--- src/rtl/rc_alu_pkg.sv ---
package rc_alu_pkg;

  typedef enum logic [1:0] {
    SEL_AND  = 2'b00,
    SEL_OR   = 2'b01,
    SEL_SUM  = 2'b10,
    SEL_LESS = 2'b11
  } sel_e;

  typedef struct packed {
    logic a_inv;
    logic b_inv;
    sel_e sel;
  } ctrl_t;

  localparam logic [3:0] CTRL_AND = 4'b0000;
  localparam logic [3:0] CTRL_OR  = 4'b0001;
  localparam logic [3:0] CTRL_ADD = 4'b0010;
  localparam logic [3:0] CTRL_SUB = 4'b0110;
  localparam logic [3:0] CTRL_SLT = 4'b0111;
  localparam logic [3:0] CTRL_NOR = 4'b1100;

  function automatic logic fa_sum(input logic x, input logic y, input logic c);
    return x ^ y ^ c;
  endfunction

  function automatic logic fa_carry(input logic x, input logic y, input logic c);
    return (x & y) | (x & c) | (y & c);
  endfunction

endpackage

--- src/rtl/rc_alu_slice.sv ---
module rc_alu_slice
  import rc_alu_pkg::*;
#(
  parameter bit IS_TOP = 1'b0
) (
  input  logic a,
  input  logic b,
  input  logic a_inv,
  input  logic b_inv,
  input  sel_e sel,
  input  logic cin,
  input  logic less,
  output logic res,
  output logic cout,
  output logic set_o,
  output logic ovf_o
);

  logic ax, bx, sum;

  always_comb begin
    ax   = a_inv ? ~a : a;
    bx   = b_inv ? ~b : b;
    sum  = fa_sum(ax, bx, cin);
    cout = fa_carry(ax, bx, cin);
    unique case (sel)
      SEL_AND:  res = ax & bx;
      SEL_OR:   res = ax | bx;
      SEL_SUM:  res = sum;
      default:  res = less;
    endcase
  end

  generate
    if (IS_TOP) begin : g_top
      always_comb begin
        ovf_o = cin ^ cout;
        set_o = sum ^ ovf_o;
        if (ovf_o)
          assert_ovf_sign_R4: assert ((ax == bx) && (sum != ax));
        else
          assert_no_ovf_sign_R4: assert ((ax != bx) || (sum == ax));
      end
    end else begin : g_low
      assign ovf_o = 1'b0;
      assign set_o = 1'b0;
    end
  endgenerate

endmodule

--- src/rtl/rc_alu_zero.sv ---
module rc_alu_zero #(
  parameter int WIDTH = 32
) (
  input  logic [WIDTH-1:0] v,
  output logic             zero
);
  assign zero = ~(|v);
endmodule

--- src/rtl/rc_alu.sv ---
module rc_alu
  import rc_alu_pkg::*;
#(
  parameter int WIDTH = 32
) (
  input  logic [WIDTH-1:0] a_i,
  input  logic [WIDTH-1:0] b_i,
  input  logic [3:0]       ctrl_i,
  output logic [WIDTH-1:0] result_o,
  output logic             zero_o,
  output logic             carry_o,
  output logic             ovf_o
);

  localparam int MSB = WIDTH - 1;

  ctrl_t ctrl;
  logic  msb_set;
  logic  msb_cout;
  logic  msb_ovf;

  assign ctrl = ctrl_t'(ctrl_i);

  generate
    for (genvar i = 0; i < WIDTH; i++) begin : g_bit
      logic co;
      logic ci;
      logic lin;
      logic st;
      logic ov;
      if (i == 0) begin : g_first
        assign ci  = ctrl.b_inv;
        assign lin = msb_set;
      end else begin : g_rest
        assign ci  = g_bit[i-1].co;
        assign lin = 1'b0;
      end
      rc_alu_slice #(.IS_TOP(i == MSB)) u_slice (
        .a     (a_i[i]),
        .b     (b_i[i]),
        .a_inv (ctrl.a_inv),
        .b_inv (ctrl.b_inv),
        .sel   (ctrl.sel),
        .cin   (ci),
        .less  (lin),
        .res   (result_o[i]),
        .cout  (co),
        .set_o (st),
        .ovf_o (ov)
      );
    end
  endgenerate

  assign msb_set  = g_bit[MSB].st;
  assign msb_cout = g_bit[MSB].co;
  assign msb_ovf  = g_bit[MSB].ov;
  assign carry_o  = msb_cout;
  assign ovf_o    = msb_ovf;

  rc_alu_zero #(.WIDTH(WIDTH)) u_zero (
    .v    (result_o),
    .zero (zero_o)
  );

  always_comb begin
    if (ctrl_i == CTRL_ADD)
      assert_add_R2: assert ({carry_o, result_o} == ({1'b0, a_i} + {1'b0, b_i}));
    if (ctrl_i == CTRL_SUB)
      assert_sub_R3: assert ((result_o == a_i - b_i) && (carry_o == (a_i >= b_i)));
    if (ctrl.sel == SEL_LESS)
      assert_less_upper_R5: assert (result_o[MSB:1] == '0);
    if (ctrl_i == CTRL_SLT)
      assert_slt_R5: assert (result_o[0] == ($signed(a_i) < $signed(b_i)));
    assert_zero_flag_R7: assert (zero_o != (|result_o));
  end

endmodule

--- config.mk ---
export PLATFORM = sky130hd
export DESIGN_NAME = rc_alu
export DESIGN_NICKNAME = d
export VERILOG_FILES = /design/src/rtl/rc_alu_pkg.sv /design/src/rtl/rc_alu_slice.sv /design/src/rtl/rc_alu_zero.sv /design/src/rtl/rc_alu.sv
export SDC_FILE = /design/constraint.sdc
export NUM_CORES = 1
export LEC_CHECK = 0
export ABC_AREA = 0
export BUFFER_PORTS_ARGS = -buffer_cell sky130_fd_sc_hd__buf_2
export CORE_UTILIZATION = 45
export DETAILED_ROUTE_END_ITERATION = 7
export GPL_TIMING_DRIVEN = 0
export PLACE_DENSITY = 0.73
export SETUP_SLACK_MARGIN = 0.1
export SYNTH_ARGS = -nofsm -noshare
export SYNTH_HDL_FRONTEND = slang
export SYNTH_HIERARCHICAL = 1
export SYNTH_SLANG_ARGS = --single-unit
--- constraint.sdc ---
create_clock -name vclk -period 14.25
set_clock_uncertainty 0.05 [all_clocks]
set_input_delay 0 -clock vclk [all_inputs]
set_output_delay 0 -clock vclk [all_outputs]
set_load 0.1 [all_outputs]
==> summary.txt <==
Final layout
  • Layout area overhead: 31.4%
  • Ratio of cells with drive above 1 in the final layout: 0.405
  • Filler cells: 582
  • Clock buffers: 0
  • Sequential cell area: 0 um^2
  • Final net count: 604
  • Most frequent cells in the layout: 100 x buf_2, 93 x inv_1, 63 x ha_1
  • Cell area after layout: 0.00417 mm^2
  • Seq cells: 0
  • Commonest non-fill, non-tap cell in the layout: buf_2
  • Antenna diodes: 0

Synth
  • Mapped cell area: 0.00317 mm^2
  • Cells after Synth: 305
  • YS warnings: 6
  • Synth Area per Inst: 10.4 um^2

Drt
  • Drt pass-1 iters: 4
  • Antenna viol nets, final: 0
  • DR vias: 2440
  • WL final: 6.82 mm
  • Routed len/inst: 12.7 um
  • DRC errors left: 0
  • Drt via density: 4.55
  • DR iter-0 viols: 51

Power
  • LEAKAGE: 2.12 nW
  • P_int: 0.0000987 W
  • Total Power: 0.000355 W
  • Maximum vdd ir drop: 0.0000604 V
  • P_sw: 0.000256 W
  • Combinational Power Share: 1.000
  • Sw Ratio: 0.722
  • Pwr dens: 85.2 mW/mm^2
  • Clock network power share: 0
  • Sequential Power Share: 0

Die
  • Core area: 0.00679 mm^2
  • Row cnt: 30
  • IO Pins: 103
  • Initial Utilization: 0.467
  • Chip Width: 86.0 um
  • Die area: 0.00739 mm^2
  • Die Y-Extent: 86.0 um

GRT
  • Largest net degree at the start of global routing: 34
  • Antenna violations before repair: 0
  • Global-route wire length before repair: 11.3 mm
  • Total gr overflow: 0
  • Vias in the first global route: 2525
  • Total track usage: 0.189

STA
  • Max-slew violations: 0
  • Worst Tran Pin Value: 1.09 ns
  • Crit share post-route: 0.991
  • Fin. Hold Viols: 0
  • Final setup vio count: 0
  • RSZ-0062 raised after global routing: yes
  • Peak Freq: 70.8 MHz
  • Slew HR: 0.270
  • Hold Slack: 0.549 ns
  • Min Tclk post-route: 14.12 ns

Worst hold path
  • Worst hold-check path type: in2out

CTS
  • Cts hold-fix bufs: 0

Place
  • Placed cell areas: 0.00402 mm^2
  • Placer Congestion: 0.764
  • # port buffers: 103
  • Post-DP HPWL: 5.49 mm

Setup path
  • Largest stage delay on the critical path: 0.52 ns
  • Crit. End Element: output pin
  • Most used cell along the critical path: fa_2
  • Worst endpoint required time: 14.20 ns
  • Critical Path Fanout Max: 33
  • CP Launch Type: primary input
  • Worst Path Arrival: 14.07 ns
  • Kind of critical path: in2out
  • Crit path max-delay cell type: mux4_2

Flow run
  • MaxCap Viol Count: 0

Outcome
  • Run status: finished, final reports clean
## stage by stage
step | worst slack [ns] | setup TNS [ns] | util | std cells
2_1_floorplan | 0.112 | 0 | - | 335
3_3_place_gp | -0.903 | -0.983 | 0.591 | 534
3_5_place_dp | -0.920 | -1.02 | 0.591 | 534
4_1_cts | 0.0303 | 0 | 0.609 | 536
5_1_grt | -0.286 | -0.286 | 0.614 | 536
6_report | 0.129 | 0 | 0.614 | 536
## power groups by stage
stage / sequential, W / combinational (W) / clock [W]
6_report: 0 / 0.000355 / 0
5_1_grt: 0 / 0.000381 / 0
4_1_cts: 0 / 0.000357 / 0
3_5_place_dp: 0 / 0.000351 / 0
3_3_place_gp: 0 / 0.000339 / 0
2_1_floorplan: 0 / 0.000283 / 0
## timing repair
item / 4_1_cts / 5_1_grt
resized for setup: 16 / 4
pin swaps: 4 / 1
cloned: 1 / 0
endpoints found under the setup margin: 2 / 1
buffers inserted: 1 / 0
## routing by layer
metal  share of wire  routed length (um)  track usage
met1            0.42                2890        0.244
met2            0.54                3660        0.354
met3           0.030                 205       0.0115
met5               0                   0            0
met4           0.011                  72       0.0258
## worst max-delay path: cells and delay by family
kind	cells	cell delay, ns
mux	1	0.52
buf+inv	2	0.36
fa+ha+maj	32	12.22
xor+xnor	2	0.41
simple gates	3	0.56
## final cells by class
| cell class | count | area [um^2] | area share |
|---|---|---|---|
| inverter | 96 | 360 | 0.0864 |
| multi-input combinational | 239 | 3070 | 0.737 |
| tap | 96 | 120 | 0.0288 |
| timing repair buffer | 105 | 616 | 0.148 |
## worst paths after layout
kind	from	to	slack (ns)	cells after the start
setup / recovery	ctrl_i[2]	zero_o	0.13	40
hold / removal	a_i[31]	ovf_o	0.55	5
Note: power is estimated with default switching activity, not from simulation.
